[src/rtl/fidec_pkg.sv]
package fidec_pkg;

    typedef enum logic [1:0] {
        MODE_CLEAN = 2'b00,
        MODE_SWAP  = 2'b01,
        MODE_EXTRA = 2'b10,
        MODE_DROP  = 2'b11
    } fault_mode_e;

endpackage

[src/rtl/fidec_cfg.sv]
module fidec_cfg
    import fidec_pkg::*;
#(
    parameter int SEL_W = 2
) (
    input  logic             clk,
    input  logic             rst_n,
    input  logic             cfg_load,
    input  logic             fault_en,
    input  logic [1:0]       fault_kind,
    input  logic [SEL_W-1:0] victim,
    input  logic [SEL_W-1:0] alias_idx,
    output fault_mode_e      mode_q,
    output logic [SEL_W-1:0] victim_q,
    output logic [SEL_W-1:0] alias_q
);

    fault_mode_e mode_d;

    // State register for the fault mode.
    always_ff @(posedge clk) begin
        if (!rst_n) begin
            mode_q <= MODE_CLEAN;
        end else begin
            mode_q <= mode_d;
        end
    end

    // Next-state logic: only a load strobe changes the mode.
    always_comb begin
        mode_d = mode_q;
        if (cfg_load) begin
            if (!fault_en) begin
                mode_d = MODE_CLEAN;
            end else begin
                unique case (fault_kind)
                    2'b00: mode_d = MODE_CLEAN;
                    2'b01: mode_d = MODE_SWAP;
                    2'b10: mode_d = MODE_EXTRA;
                    2'b11: mode_d = MODE_DROP;
                    default: mode_d = MODE_CLEAN;
                endcase
            end
        end
    end

    // Line indices travel with the mode on the same strobe.
    always_ff @(posedge clk) begin
        if (!rst_n) begin
            victim_q <= '0;
            alias_q  <= '0;
        end else if (cfg_load) begin
            victim_q <= victim;
            alias_q  <= alias_idx;
        end
    end

endmodule

[src/rtl/fidec_golden.sv]
module fidec_golden #(
    parameter int SEL_W = 2,
    localparam int LINES = 1 << SEL_W
) (
    input  logic [SEL_W-1:0] sel,
    output logic [LINES-1:0] hot
);

    for (genvar i = 0; i < LINES; i++) begin : g_line
        assign hot[i] = (sel == SEL_W'(i));
    end

endmodule

[src/rtl/fidec_inject.sv]
module fidec_inject
    import fidec_pkg::*;
#(
    parameter int SEL_W = 2,
    localparam int LINES = 1 << SEL_W
) (
    input  fault_mode_e      mode_q,
    input  logic [SEL_W-1:0] addr,
    input  logic [SEL_W-1:0] victim_q,
    input  logic [LINES-1:0] clean_hot,
    input  logic [LINES-1:0] alias_hot,
    output logic [LINES-1:0] lines
);

    logic hit;
    assign hit = (addr == victim_q);

    // Output process: the corruption is chosen by the mode state.
    always_comb begin
        lines = clean_hot;
        unique case (mode_q)
            MODE_CLEAN: lines = clean_hot;
            MODE_SWAP:  lines = hit ? alias_hot : clean_hot;
            MODE_EXTRA: lines = hit ? (clean_hot | alias_hot) : clean_hot;
            MODE_DROP:  lines = hit ? '0 : clean_hot;
            default:    lines = clean_hot;
        endcase
    end

endmodule

[src/rtl/fidec_top.sv]
module fidec_top
    import fidec_pkg::*;
#(
    parameter int SEL_W = 2,
    localparam int LINES = 1 << SEL_W
) (
    input  logic             clk,
    input  logic             rst_n,
    input  logic             cfg_load,
    input  logic             fault_en,
    input  logic [1:0]       fault_kind,
    input  logic [SEL_W-1:0] victim,
    input  logic [SEL_W-1:0] alias_idx,
    input  logic [SEL_W-1:0] addr,
    output logic [LINES-1:0] lines,
    output logic             mismatch
);

    fault_mode_e      mode_q;
    logic [SEL_W-1:0] victim_q;
    logic [SEL_W-1:0] alias_q;
    logic [LINES-1:0] clean_hot;
    logic [LINES-1:0] alias_hot;

    fidec_cfg #(.SEL_W(SEL_W)) u_cfg (
        .clk        (clk),
        .rst_n      (rst_n),
        .cfg_load   (cfg_load),
        .fault_en   (fault_en),
        .fault_kind (fault_kind),
        .victim     (victim),
        .alias_idx  (alias_idx),
        .mode_q     (mode_q),
        .victim_q   (victim_q),
        .alias_q    (alias_q)
    );

    fidec_golden #(.SEL_W(SEL_W)) u_clean (
        .sel (addr),
        .hot (clean_hot)
    );

    fidec_golden #(.SEL_W(SEL_W)) u_alias (
        .sel (alias_q),
        .hot (alias_hot)
    );

    fidec_inject #(.SEL_W(SEL_W)) u_inject (
        .mode_q    (mode_q),
        .addr      (addr),
        .victim_q  (victim_q),
        .clean_hot (clean_hot),
        .alias_hot (alias_hot),
        .lines     (lines)
    );

    assign mismatch = (lines != clean_hot);

endmodule

[config.mk]
export PLATFORM = sky130hd
export DESIGN_NAME = fidec_top
export DESIGN_NICKNAME = d
export VERILOG_FILES = /design/src/rtl/fidec_pkg.sv /design/src/rtl/fidec_cfg.sv /design/src/rtl/fidec_golden.sv /design/src/rtl/fidec_inject.sv /design/src/rtl/fidec_top.sv
export SDC_FILE = /design/constraint.sdc
export NUM_CORES = 1
export LEC_CHECK = 0
export ABC_AREA = 1
export BUFFER_PORTS_ARGS = -buffer_cell sky130_fd_sc_hd__buf_4
export CAP_MARGIN = 5
export CELL_PAD_IN_SITES_DETAIL_PLACEMENT = 0
export CELL_PAD_IN_SITES_GLOBAL_PLACEMENT = 1
export CORE_MARGIN = 4
export CORE_UTILIZATION = 29
export CTS_CLUSTER_DIAMETER = 60
export DETAILED_ROUTE_END_ITERATION = 16
export GPL_TIMING_DRIVEN = 0
export MAX_ROUTING_LAYER = met4
export PLACE_DENSITY = 0.83
export SKIP_CTS_REPAIR_TIMING = 1
export SLEW_MARGIN = 30
export SYNTH_ARGS = -nofsm -noshare
export SYNTH_HDL_FRONTEND = slang
export SYNTH_SLANG_ARGS = --single-unit
[constraint.sdc]
create_clock -name clk -period 1.18 [get_ports clk]
set_input_delay 0.118 -clock clk [delete_from_list [all_inputs] [get_ports clk]]
set_output_delay 0.118 -clock clk [all_outputs]
set_load 0.02 [all_outputs]
* Yosys cells after proc, flatten, opt, wreduce, memory -nomap -nowiden
Cells that the tools add are included.
Cells by class: equality and inequality tests 14, multiplexer cells 6, bitwise gates (word level) 1, reduce and logical (&&, ||, !) cells 4
Operators with widths (number):
- $eq A2 B2 Y1 const B | 8
- $pmux W4 S4 | 1
- $mux W4 | 3
- $eq A2 B1 Y1 const B | 4
- $logic_not A2 Y1 | 4
- $pmux W2 S4 | 1
- $ne A4 B4 Y1 | 1
- $or A4 B4 Y4 | 1
- $eq A2 B2 Y1 | 1
- $mux W2 | 1
Storage, ports and cells: register bits 6, output and inout bits 5, word-level logic and storage cells 28

* Logic depth before layout (Yosys ltp)
Gate-level depths: netlist (run 1).
depth after elaboration 5, gate-level depth with buffers 9, gate-level depth less buffers 9

* Cells and area by module
From an unflattened synthesis (run 1), not the netlist that was laid out.
Second synthesis, totals: cell total of the unflattened synthesis 89, area total of the unflattened synthesis 480.5 sq um
Modules (own cells, without submodules):
- fidec_cfg | instances 1, cells an instance 25, area an instance 201.4 sq um, sequential area each 120.1 sq um
- fidec_inject | instances 1, cells an instance 27, area an instance 140.1 sq um, sequential area each 0.0 sq um
- fidec_top | instances 1, cells an instance 23, area an instance 86.3 sq um, sequential area each 0.0 sq um
- fidec_golden | instances 2, cells an instance 7, area an instance 26.3 sq um, sequential area each 0.0 sq um

* Least setup slack after synthesis (run 1)
OpenSTA, ideal clock, no wires.
path type reg-to-output, from reg u_cfg.victim_q[0], to out mismatch, arrival 1117 ps, data required time 1062 ps, setup slack -55 ps, cell stages (with the launch flop) 10, buffers on the path 0, cell sequence dfxtp_1 -> inv_1 -> nand2_1 -> nand2_4 -> nor2_8 -> nand3_2 -> nand3_1 -> inv_1 -> nor2_1 -> nand2_1
Between the ends: longest elaborated chain between the ends 4, elaborated cells on any way between the ends 6, those cells by class eq/ne: 2; mux: 4
RTL lines:
- start, declared | line fidec_cfg.sv:14 | output logic [SEL_W-1:0] victim_q,
- start signal, assigned | line fidec_cfg.sv:53 | victim_q <= victim;
- $eq A2 B2 Y1 (*) | line fidec_inject.sv:16 | assign hit = (addr == victim_q);
- $mux W4, on equally long branches | line fidec_inject.sv:25, fidec_inject.sv:23, fidec_inject.sv:24
- $pmux W4 S4 (*) | line fidec_inject.sv:21 | unique case (mode_q)
- $ne A4 B4 Y1 (*) | line fidec_top.sv:57 | assign mismatch = (lines != clean_hot);
- end, declared | line fidec_top.sv:16 | output logic mismatch
Mark *: on every way between the ends. The rest lies on a longest branch, timed or not.

* Final worst setup path (run 1)
from reg u_cfg.victim_q[1], to out mismatch
The elaborated chain is that of the path after synthesis.

==> load_flow_metrics.sql, run 1 <==
INSERT INTO impl_metrics (metric_group, metric, value, unit) VALUES
('global_route', 'grt_first_pass_wirelength', '1980', 'um'),
('route', 'drt-initial-drc-count', '5', ''),
('setup_path', 'critical-path-max-stage-delay', '380', 'ps'),
('floorplanning', 'floorplan.die_area', '2670', 'um^2'),
('cts', 'cts_tree', 'done', ''),
('synth', 'synthesis.area', '553', 'um^2'),
('timing', 'max_clock_freq', '0.636', 'GHz'),
('synth', 'avg_cell_area_syn', '6.14', 'um^2'),
('cells_and_area', 'final_cell_area', '845', 'um^2'),
('power', 'power.net_switching', '231', 'uW'),
('timing', 'final_max_slew_viol_count', '0', ''),
('global_route', 'track_usage', '10.2', '%'),
('floorplanning', 'design.portCount', '17', ''),
('status', 'status', 'finished, violations left', ''),
('setup_path', 'timing.critical_path.cells', 'inv_2 -> nand2_2 -> nand2_4 -> nor2_8 -> nand3_2 -> nand3_2 -> nand2_2 -> nor2_2 -> nand2_2 -> buf_6', ''),
('cts', 'clk_pin_slew', '40', 'ps'),
('synth', 'synth_top_flop_cell', 'sky130_fd_sc_hd__dfxtp_1', ''),
('setup_path', 'worstSetupPathType', 'register to output pin', ''),
('timing', 'timing.final.hold_violations', '0', ''),
('timing', 'finalWorstSetupSlack', '-393', 'ps'),
('timing', 'finClkSkew', '0', 'ps'),
('synth', 'synth_xor_xnor_area_share', '1.58', '%'),
('synth', 'synth_simple_gate_area_share', '47.7', '%'),
('synth', 'synth.area.mux_share', '0', '%'),
('synth', 'synthAdderAreaFrac', '0', '%'),
('placement', 'placed_cell_area', '713', 'um^2'),
('setup_path', 'cp-end-kind', 'output pin', ''),
('route', 'drt-wirelength-per-cell', '9.64', 'um'),
('synth', 'synth_edf_count', '0', ''),
('route', 'ant_nets', '0', ''),
('synth', 'ys_warn_count', '0', ''),
('route', 'postRouteWirelength', '1330', 'um'),
('route', 'drt_pass1_iterations', '4', ''),
('synth', 'synth_top_family_by_area', 'simple AND/OR/NAND/NOR gates', ''),
('cts', 'h-tree-depth', '1', ''),
('timing', 'holdWs', '123', 'ps'),
('cts', 'cts-root-buf', 'sky130_fd_sc_hd__clkbuf_4', ''),
('cells_and_area', 'layout.nets', '127', ''),
('cells_and_area', 'layout.cells.most_common_list', 'sky130_fd_sc_hd__buf_4 (17), sky130_fd_sc_hd__inv_1 (11), sky130_fd_sc_hd__nand2_2 (8)', ''),
('floorplanning', 'die_outline_height', '51.7', 'um'),
('global_route', 'grt_pass1_vias', '507', ''),
('cells_and_area', 'drive_gt1_share', '50.4', '%'),
('run', 'drv.max_cap_violation_count', '0', ''),
('timing', 'unrepaired_setup_endpoints_after_global_routing', 'true', ''),
('cells_and_area', 'fill_cells', '205', ''),
('power', 'power_density', '813', 'nW/um^2'),
('floorplanning', 'dieWidth', '51.7', 'um'),
('power', 'totalPowerFinal', '687', 'uW'),
('global_route', 'grt_max_degree', '11', ''),
('synth', 'synth-compound-area-share', '15.4', '%'),
('synth', 'synth-seq-cells', '6', ''),
('synth', 'synth-seq-area-share', '21.7', '%'),
('power', 'power.share.switching', '33.6', '%'),
('timing', 'report.final.setup_viol', '5', ''),
('timing', 'tightest_slew', '236', 'ps'),
('setup_path', 'crit_top_cell', 'sky130_fd_sc_hd__nand2_2', ''),
('synth', 'netlist_instances', '90', ''),
('synth', 'async_flop_share', '0', '%'),
('setup_path', 'crit_required', '1060', 'ps'),
('setup_path', 'timing.critical_path.arrival', '1460', 'ps'),
('cts', 'cts-root-to-sink-buffers', '2', ''),
('cells_and_area', 'flow.area_growth_from_synthesis', '52.7', '%'),
('route', 'detail_route.drc_violations', '0', ''),
('power', 'cell_internal_pwr', '456', 'uW'),
('setup_path', 'timing.reg2reg.setup_slack', '310', 'ps'),
('synth', 'synthDistinctLibCells', '17', ''),
('power', 'power.share.sequential', '34.2', '%'),
('timing', 'post_layout_minimum_cycle_time', '1570', 'ps'),
('status', 'violations', 'setup timing', ''),
('min_path', 'worstHoldPathType', 'input port to register', ''),
('placement', 'portBuffers', '16', '');
## final cells by class
type,instances,area (um^2),area share [%]
buffer,1,11.3,1.33
inverter,17,63.8,7.56
timing repair buffer,20,161,19.1
clock buffer,3,22.5,2.67
sequential,6,128,15.1
multi-input combinational,66,427,50.5
tap,25,31.3,3.70
## synth_stat cells (3+ instances only)
library cell | count | area [um^2]
sky130_fd_sc_hd__nand4_1 | 5 | 31.3
sky130_fd_sc_hd__a21oi_1 | 6 | 30.0
sky130_fd_sc_hd__nand3_1 | 10 | 50.1
sky130_fd_sc_hd__inv_1 | 14 | 52.6
sky130_fd_sc_hd__o21ai_0 | 8 | 40.0
sky130_fd_sc_hd__nor2_1 | 13 | 48.8
sky130_fd_sc_hd__nand2_1 | 13 | 48.8
sky130_fd_sc_hd__dfxtp_1 | 6 | 120
sky130_fd_sc_hd__nand3_2 | 3 | 30.0
## stage by stage
stage | instances | TNS [ps] | setup slack [ps] | util [%]
final | 138 | -1380 | -393 | 47.9
after floorplan | 90 | 0 | 2.90 | -
after global routing | 138 | -1830 | -498 | 47.9
after detailed placement | 131 | -450 | -198 | 40.4
after global placement | 131 | -393 | -179 | 40.4
after CTS | 134 | -1840 | -475 | 41.7
## state kept, by name (all words and copies together) (netlist names)
signal          flops
u_cfg.mode_q        2
u_cfg.victim_q      2
u_cfg.alias_q       2
## metal layers
layer | up-vias | wire [um] | GRT usage (%)
met4 | 0 | 29 | 6.55
li1 | 342 | - | -
met2 | 17 | 641 | 15.9
met1 | 263 | 607 | 12.2
met5 | - | 0 | -
met3 | 5 | 52 | 1.72
## critical path, delay by kind of cell, from the launching register on
family | cells | cell delay [ps]
buf+inv | 2 | 170
simple gates | 8 | 650
flops | 1 | 380
## power by group through the flow
stage	registers, mW	logic [mW]	clock network (mW)
global placement	0.233	0.219	0
global route	0.236	0.296	0.208
CTS	0.230	0.222	0.194
detailed placement	0.234	0.222	0
floorplan	0.232	0.146	0
finish	0.235	0.269	0.182
## worst paths after layout
path	startpoint	end	depth (start not counted)
min reg2reg	u_cfg.mode_q[1]	u_cfg.mode_q[1]	2
min	fault_kind[0]	u_cfg.mode_q[0]	3
max reg2reg	u_cfg.mode_q[0]	u_cfg.mode_q[0]	4
max	u_cfg.victim_q[1]	mismatch	10
## cells by family after synthesis
group                  count (synthesis)
AND/OR/NAND/NOR                       49
AO/OA/AOI/OAI                         16
XOR/XNOR                               1
buffers and inverters                 18
flip-flops                             6
Power figures use the tool's default switching activity.
==> run 2: changes to the inputs <==
SKIP_CTS_REPAIR_TIMING = not set   (was 1)
==> load_flow_metrics.sql, run 2 (synthesis gave the netlist of run 1 again) <==
INSERT INTO impl_metrics (metric_group, metric, value, unit) VALUES
('power', 'power.leakage', '0.411', 'nW'),
('route', 'ant_nets', '0', ''),
('floorplanning', 'initial_utilization', '31.3', '%'),
('power', 'power.share.switching', '33.9', '%'),
('setup_path', 'timing.critical_path.arrival', '1470', 'ps'),
('global_route', 'grt_first_pass_wirelength', '2090', 'um'),
('cells_and_area', 'layout.area.seq', '129', 'um^2'),
('route', 'drt-wirelength-per-cell', '9.77', 'um'),
('run', 'drv.max_cap_violation_count', '0', ''),
('timing', 'report.final.setup_viol', '5', ''),
('power', 'power.share.clock', '25.8', '%'),
('cells_and_area', 'layout.cells.most_common_list', 'sky130_fd_sc_hd__buf_4 (17), sky130_fd_sc_hd__inv_1 (12), sky130_fd_sc_hd__nand3_1 (8)', ''),
('timing', 'max_clock_freq', '0.629', 'GHz'),
('power', 'power_density', '800', 'nW/um^2'),
('route', 'count_of_vias_placed_by_the_detailed_router', '625', ''),
('cells_and_area', 'flow.area_growth_from_synthesis', '59.7', '%'),
('cells_and_area', 'layout.nets', '129', ''),
('power', 'logic_pwr_share', '40.7', '%'),
('cts', 'cts-root-to-sink-buffers', '2', ''),
('placement', 'gp_routability_congestion', '0.744', ''),
('setup_path', 'crit_top_cell', 'sky130_fd_sc_hd__nand2_2', ''),
('cts', 'clkLatencyLatePin', '240', 'ps'),
('power', 'power.share.sequential', '33.5', '%'),
('route', 'drt_pass1_iterations', '3', ''),
('placement', 'portBuffers', '16', ''),
('cts', 'cts_tree', 'done', ''),
('floorplanning', 'dieWidth', '51.7', 'um'),
('cts', 'cts-root-buf', 'sky130_fd_sc_hd__clkbuf_4', ''),
('timing', 'finClkSkew', '0', 'ps'),
('setup_path', 'crit_path_max_fanout', '6', ''),
('setup_path', 'master_of_the_slowest_instance_on_the_critical_path', 'sky130_fd_sc_hd__dfxtp_4', ''),
('cells_and_area', 'n_antenna_cell', '0', ''),
('cells_and_area', 'leading_cell_type_in_the_layout_fill_and_taps_excluded', 'sky130_fd_sc_hd__buf_4', ''),
('status', 'status', 'finished, violations left', ''),
('setup_path', 'cp-end-kind', 'output pin', ''),
('floorplanning', 'core_region_area', '1760', 'um^2'),
('setup_path', 'worstSetupPathType', 'register to output pin', ''),
('setup_path', 'cp-start-kind', 'register', ''),
('placement', 'dp_hpwl', '1050', 'um'),
('cells_and_area', 'fill_cells', '204', ''),
('min_path', 'worstHoldPathType', 'input port to register', ''),
('route', 'postRouteWirelength', '1370', 'um'),
('cells_and_area', 'reg.largest.list', 'u_cfg.alias_q: 2 flops, u_cfg.mode_q: 2 flops, u_cfg.victim_q: 2 flops', ''),
('global_route', 'grt_antenna_before_repair', '0', ''),
('setup_path', 'critical-path-max-stage-delay', '380', 'ps'),
('timing', 'worst_slew_margin_rel', '84.5', '%'),
('cts', 'cts-hold-fix-buffers', '0', ''),
('setup_path', 'cell_class_contributing_the_biggest_share_of_worst_path_delay', 'simple AND/OR/NAND/NOR gates', ''),
('global_route', 'grt_pass1_vias', '535', ''),
('power', 'power.net_switching', '240', 'uW'),
('timing', 'tightest_slew', '231', 'ps'),
('timing', 'setup-tns-final', '-1470', 'ps'),
('timing', 'finalWorstSetupSlack', '-409', 'ps'),
('global_route', 'track_usage', '10.6', '%'),
('floorplanning', 'floorplan.die_area', '2670', 'um^2'),
('setup_path', 'crit_required', '1060', 'ps'),
('route', 'drt-initial-drc-count', '4', ''),
('global_route', 'grt_max_degree', '11', ''),
('cts', 'clk_pin_slew', '40', 'ps'),
('power', 'cell_internal_pwr', '467', 'uW'),
('cells_and_area', 'final_cells', '140', ''),
('setup_path', 'cp_num_buf_inv', '3', ''),
('floorplanning', 'die_outline_height', '51.7', 'um'),
('placement', 'dp.cells', '131', ''),
('floorplanning', 'placement_rows', '15', ''),
('cts', 'numCtsBuffers', '3', ''),
('cts', 'h-tree-depth', '1', ''),
('timing', 'final_max_slew_viol_count', '0', ''),
('cells_and_area', 'multi_input_comb_area', '442', 'um^2'),
('timing', 'timing.final.hold_violations', '0', ''),
('route', 'post_drt_via_cell_ratio', '4.46', ''),
('power', 'ir_drop', '0.422', 'mV'),
('status', 'violations', 'setup timing', ''),
('cells_and_area', 'drive_gt1_share', '51.3', '%'),
('timing', 'post_layout_minimum_cycle_time', '1590', 'ps'),
('setup_path', 'timing.reg2reg.setup_slack', '300', 'ps'),
('global_route', 'globalRouteOverflowTotal', '0', ''),
('setup_path', 'timing.critical_path.cells', 'inv_2 -> nand2_2 -> nand2_4 -> nor2_8 -> buf_4 -> nand4_1 -> nand3_1 -> nor2_1 -> nand2_2 -> buf_6', ''),
('route', 'detail_route.drc_violations', '0', ''),
('floorplanning', 'design.portCount', '17', ''),
('timing', 'unrepaired_setup_endpoints_after_global_routing', 'true', ''),
('timing', 'fin_crit_sh', '135', '%'),
('cts', 'cts.sink_count', '6', '');
==> run 2: stage by stage <==
step	area, um^2	util [%]	hold WS (ps)	total power, mW	worst slack [ps]
after floorplan	562	-	249	0.377	2.90
after global placement	713	40.4	370	0.452	-179
after detailed placement	713	40.4	366	0.455	-198
after CTS	791	44.8	115	0.669	-400
after global routing	883	50.1	129	0.762	-485
final	883	50.1	123	0.707	-409
==> run 2: worst min-delay path: stages <==
cell and delay (ps):
sky130_fd_sc_hd__buf_4 70, sky130_fd_sc_hd__a21oi_1 50, sky130_fd_sc_hd__nor2_1 90
==> run 2: area by class of cell <==
class	instances	share of cell area [%]
sequential	6	14.6
timing repair buffer	22	20.8
tap	25	3.54
clock buffer	3	2.55
multi-input combinational	66	50.0
buffer	1	1.27
inverter	17	7.22
==> run 2: routing by layer <==
metal | vias to the layer above | wire length, um | track usage [%]
met3 | 5 | 57 | 1.72
li1 | 344 | - | -
met5 | - | 0 | -
met1 | 259 | 597 | 11.8
met4 | 0 | 29 | 6.55
met2 | 17 | 682 | 17.8
==> run 2: power groups by stage <==
stage,sequential [mW],clock [mW],combinational [mW]
CTS,0.231,0.193,0.244
floorplan,0.232,0,0.146
detailed placement,0.234,0,0.222
global route,0.238,0.208,0.315
finish,0.237,0.182,0.288
global placement,0.233,0,0.219
==> run 2: path summary, 6_finish.rpt <==
path | cells after the start | endpoint | start
setup / recovery | 10 | mismatch | u_cfg.victim_q[1]
hold / removal | 3 | u_cfg.mode_q[0] | fault_kind[0]
setup reg to reg | 4 | u_cfg.mode_q[0] | u_cfg.mode_q[0]
hold reg to reg | 2 | u_cfg.mode_q[1] | u_cfg.mode_q[1]
==> run 2: what timing repair did <==
item | in CTS | in global routing
pin swaps | 7 | 5
hold endpoints to repair | 0 | 0
resized for setup | 10 | 20
setup buffers | 3 | 3
endpoints found under the setup margin | 5 | 5
==> run 3: changes to the inputs <==
CORE_UTILIZATION = 26   (was 29)
PLACE_DENSITY = 0.8   (was 0.83)
SYNTH_HIERARCHICAL = 1   (was not set)
==> load_flow_metrics.sql, run 3 <==
INSERT INTO impl_metrics (metric_group, metric, value, unit) VALUES
('status', 'status', 'finished, violations left', ''),
('status', 'violations', 'setup timing', ''),
('route', 'drt-wirelength-per-cell', '7.49', 'um'),
('synth', 'synthesis.area', '480', 'um^2'),
('route', 'drt-initial-drc-count', '11', ''),
('synth', 'synth.net_count', '101', ''),
('global_route', 'busiest_layer', 'met2', ''),
('synth', 'synth-seq-area-share', '25.0', '%'),
('synth', 'netlist_instances', '89', ''),
('synth', 'synth_edf_count', '0', ''),
('floorplanning', 'die_outline_height', '51.0', 'um'),
('synth', 'synth_largest_type_area_fraction', '25.0', '%'),
('floorplanning', 'core_region_area', '1750', 'um^2'),
('synth', 'avg_cell_area_syn', '5.40', 'um^2'),
('setup_path', 'timing.critical_path.arrival', '1420', 'ps'),
('cells_and_area', 'reg.largest.list', 'u_cfg/alias_q: 2 flops, u_cfg/mode_q: 2 flops, u_cfg/victim_q: 2 flops', ''),
('global_route', 'grt_max_degree', '8', ''),
('timing', 'finClkSkew', '0', 'ps'),
('cells_and_area', 'n_antenna_cell', '0', ''),
('cts', 'cts_tree', 'done', ''),
('cts', 'h-tree-depth', '1', ''),
('synth', 'synth_top_cells_by_area', 'sky130_fd_sc_hd__dfxtp_1 (25%), sky130_fd_sc_hd__nand2_1 (21%), sky130_fd_sc_hd__inv_1 (15%)', ''),
('synth', 'synth_top_family_by_area', 'simple AND/OR/NAND/NOR gates', ''),
('timing', 'final_max_slew_viol_count', '0', ''),
('timing', 'worst_slew_margin_rel', '86.1', '%'),
('route', 'drt_pass1_iterations', '4', ''),
('power', 'power.share.sequential', '37.2', '%'),
('cells_and_area', 'layout.area.seq', '128', 'um^2'),
('power', 'power.net_switching', '198', 'uW'),
('synth', 'synth_simple_gate_area_share', '51.0', '%'),
('floorplanning', 'initial_utilization', '27.5', '%'),
('global_route', 'track_usage', '8.73', '%'),
('cells_and_area', 'fill_cells', '198', ''),
('route', 'postRouteWirelength', '1000', 'um'),
('setup_path', 'reg2reg_depth', '2', ''),
('synth', 'synthDistinctLibCells', '13', ''),
('route', 'ant_nets', '0', ''),
('global_route', 'met2_usage', '12.4', '%'),
('synth', 'ys_warn_count', '6', ''),
('synth', 'async_flop_share', '0', '%'),
('cts', 'numCtsBuffers', '3', ''),
('cells_and_area', 'leading_cell_type_in_the_layout_fill_and_taps_excluded', 'sky130_fd_sc_hd__nand2_1', ''),
('synth', 'synthAdderAreaFrac', '0', '%'),
('cells_and_area', 'flow.area_growth_from_synthesis', '48.2', '%'),
('floorplanning', 'design.portCount', '17', ''),
('cells_and_area', 'multi_input_comb_area', '320', 'um^2'),
('cts', 'cts-hold-fix-buffers', '0', ''),
('setup_path', 'crit_path_max_fanout', '5', ''),
('route', 'detail_route.drc_violations', '0', ''),
('placement', 'placed_cell_area', '646', 'um^2'),
('timing', 'fin_crit_sh', '130', '%'),
('cts', 'clk_pin_slew', '50', 'ps'),
('timing', 'timing.final.hold_violations', '0', ''),
('global_route', 'global_route.usage.met1', '11.0', '%'),
('cells_and_area', 'layout.nets', '123', ''),
('cells_and_area', 'layout.cells.most_common_list', 'sky130_fd_sc_hd__nand2_1 (20), sky130_fd_sc_hd__inv_1 (17), sky130_fd_sc_hd__nor2_1 (16), sky130_fd_sc_hd__buf_4 (15), sky130_fd_sc_hd__nand2_2 (8)', ''),
('global_route', 'grt_pass1_vias', '422', ''),
('timing', 'finalWorstSetupSlack', '-354', 'ps'),
('power', 'logic_pwr_share', '33.3', '%'),
('cts', 'cts-root-to-sink-buffers', '2', ''),
('run', 'drv.max_cap_violation_count', '0', ''),
('synth', 'synth.area.mux_share', '0', '%'),
('placement', 'portBuffers', '16', ''),
('global_route', 'globalRouteOverflowTotal', '0', ''),
('floorplanning', 'floorplan.die_area', '2600', 'um^2'),
('setup_path', 'cp-end-kind', 'output pin', ''),
('min_path', 'worstHoldPathType', 'input port to register', ''),
('timing', 'holdWs', '100', 'ps'),
('synth', 'synth_top_flop_cell', 'sky130_fd_sc_hd__dfxtp_1', ''),
('power', 'power.leakage', '0.382', 'nW'),
('synth', 'synth_xor_xnor_area_share', '0', '%'),
('floorplanning', 'placement_rows', '15', ''),
('cells_and_area', 'drive_gt1_share', '38.5', '%'),
('cts', 'cts.sink_count', '6', ''),
('timing', 'tightest_slew', '208', 'ps'),
('power', 'power.share.clock', '29.5', '%'),
('floorplanning', 'dieWidth', '51.0', 'um'),
('timing', 'unrepaired_setup_endpoints_after_global_routing', 'true', ''),
('power', 'power_density', '876', 'nW/um^2'),
('setup_path', 'cp-start-kind', 'register', ''),
('power', 'power.share.switching', '31.7', '%'),
('placement', 'dp_hpwl', '856', 'um'),
('min_path', 'whs_path_depth', '3', ''),
('global_route', 'grt_antenna_before_repair', '0', ''),
('cts', 'clkLatencyLatePin', '240', 'ps'),
('timing', 'post_layout_minimum_cycle_time', '1530', 'ps'),
('global_route', 'grt_util_met3', '2.04', '%'),
('synth', 'library_cell_with_the_highest_instance_count_after_synthesis', 'sky130_fd_sc_hd__nand2_1', ''),
('placement', 'pre_cts_slack', '-189', 'ps'),
('cells_and_area', 'final_cell_area', '712', 'um^2'),
('power', 'ir_drop', '0.412', 'mV'),
('timing', 'max_clock_freq', '0.652', 'GHz'),
('synth', 'netlist.top_cell.by_area', 'sky130_fd_sc_hd__dfxtp_1', ''),
('setup_path', 'worstSetupPathType', 'register to output pin', ''),
('synth', 'synth_commonest_cells', 'sky130_fd_sc_hd__nand2_1 (27), sky130_fd_sc_hd__inv_1 (19), sky130_fd_sc_hd__nor2_1 (18)', ''),
('synth', 'synth-compound-area-share', '8.33', '%'),
('global_route', 'grt_first_pass_wirelength', '1720', 'um'),
('setup_path', 'crit_required', '1060', 'ps'),
('route', 'post_drt_via_cell_ratio', '4.01', ''),
('placement', 'gp_routability_congestion', '0.684', ''),
('power', 'cell_internal_pwr', '426', 'uW'),
('route', 'count_of_vias_placed_by_the_detailed_router', '537', ''),
('timing', 'report.final.setup_viol', '5', ''),
('synth', 'synth-seq-cells', '6', ''),
('cts', 'cts-root-buf', 'sky130_fd_sc_hd__clkbuf_4', '');
run 3: kinds of logic after synthesis:
kind of cell    count (synthesis)
simple gates                   55
buf+inv                        20
compound gates                  8
flops                           6
run 3: repair_timing:
item,CTS,global route
pin swaps,6,8
setup buffers,1,0
endpoints found under the setup margin,5,5
resized for setup,9,5
run 3: critical path, stage by stage, from the launching register on:
cell	delay, ps
sky130_fd_sc_hd__dfxtp_2	330
sky130_fd_sc_hd__inv_1	40
sky130_fd_sc_hd__nand2_1	90
sky130_fd_sc_hd__nand2_4	80
sky130_fd_sc_hd__nand3_4	80
sky130_fd_sc_hd__nand2_1	60
sky130_fd_sc_hd__nand2_2	70
sky130_fd_sc_hd__inv_1	40
sky130_fd_sc_hd__nand2_1	40
sky130_fd_sc_hd__nand2_1	50
sky130_fd_sc_hd__nor2_2	110
sky130_fd_sc_hd__nand2_2	60
sky130_fd_sc_hd__buf_6	120
run 3: per-layer routing:
| layer | wire length [um] | vias to the layer above |
|---|---|---|
| li1 | - | 305 |
| met1 | 484 | 216 |
| met2 | 436 | 16 |
| met3 | 82 | 0 |
| met4 | 0 | 0 |
| met5 | 0 | - |
run 3: through the flow:
stage,power (mW),std cells,util [%],setup TNS (ps)
after floorplan,0.351,89,-,-53.4
after global placement,0.421,130,37.0,-174
after detailed placement,0.425,130,37.0,-189
after CTS,0.628,134,40.1,-876
after global routing,0.678,134,40.8,-1280
final,0.624,134,40.8,-677
run 3: power by group through the flow:
stage / registers (mW) / logic, mW / clock network (mW)
after global routing: 0.234 / 0.234 / 0.211
after global placement: 0.234 / 0.186 / 0
after detailed placement: 0.235 / 0.189 / 0
final: 0.232 / 0.208 / 0.184
after CTS: 0.231 / 0.203 / 0.194
after floorplan: 0.232 / 0.120 / 0
run 3: path summary, 6_finish.rpt:
check / startpoint / end / slack, ps
worst max-delay path: u_cfg/victim_q[1] / mismatch / -350
worst min-delay path: victim[1] / u_cfg/victim_q[1] / 100
worst max register to register: u_cfg/alias_q[1] / u_cfg/alias_q[1] / 520
worst min register to register: u_cfg/victim_q[1] / u_cfg/victim_q[1] / 510
run 3: layout make-up:
class | instances | share of cell area (%)
Inverter | 20 | 10.5
Multi-Input combinational cell | 63 | 45.0
Clock buffer | 3 | 3.16
Tap cell | 25 | 4.39
Sequential cell | 6 | 17.9
Timing Repair Buffer | 17 | 19.0
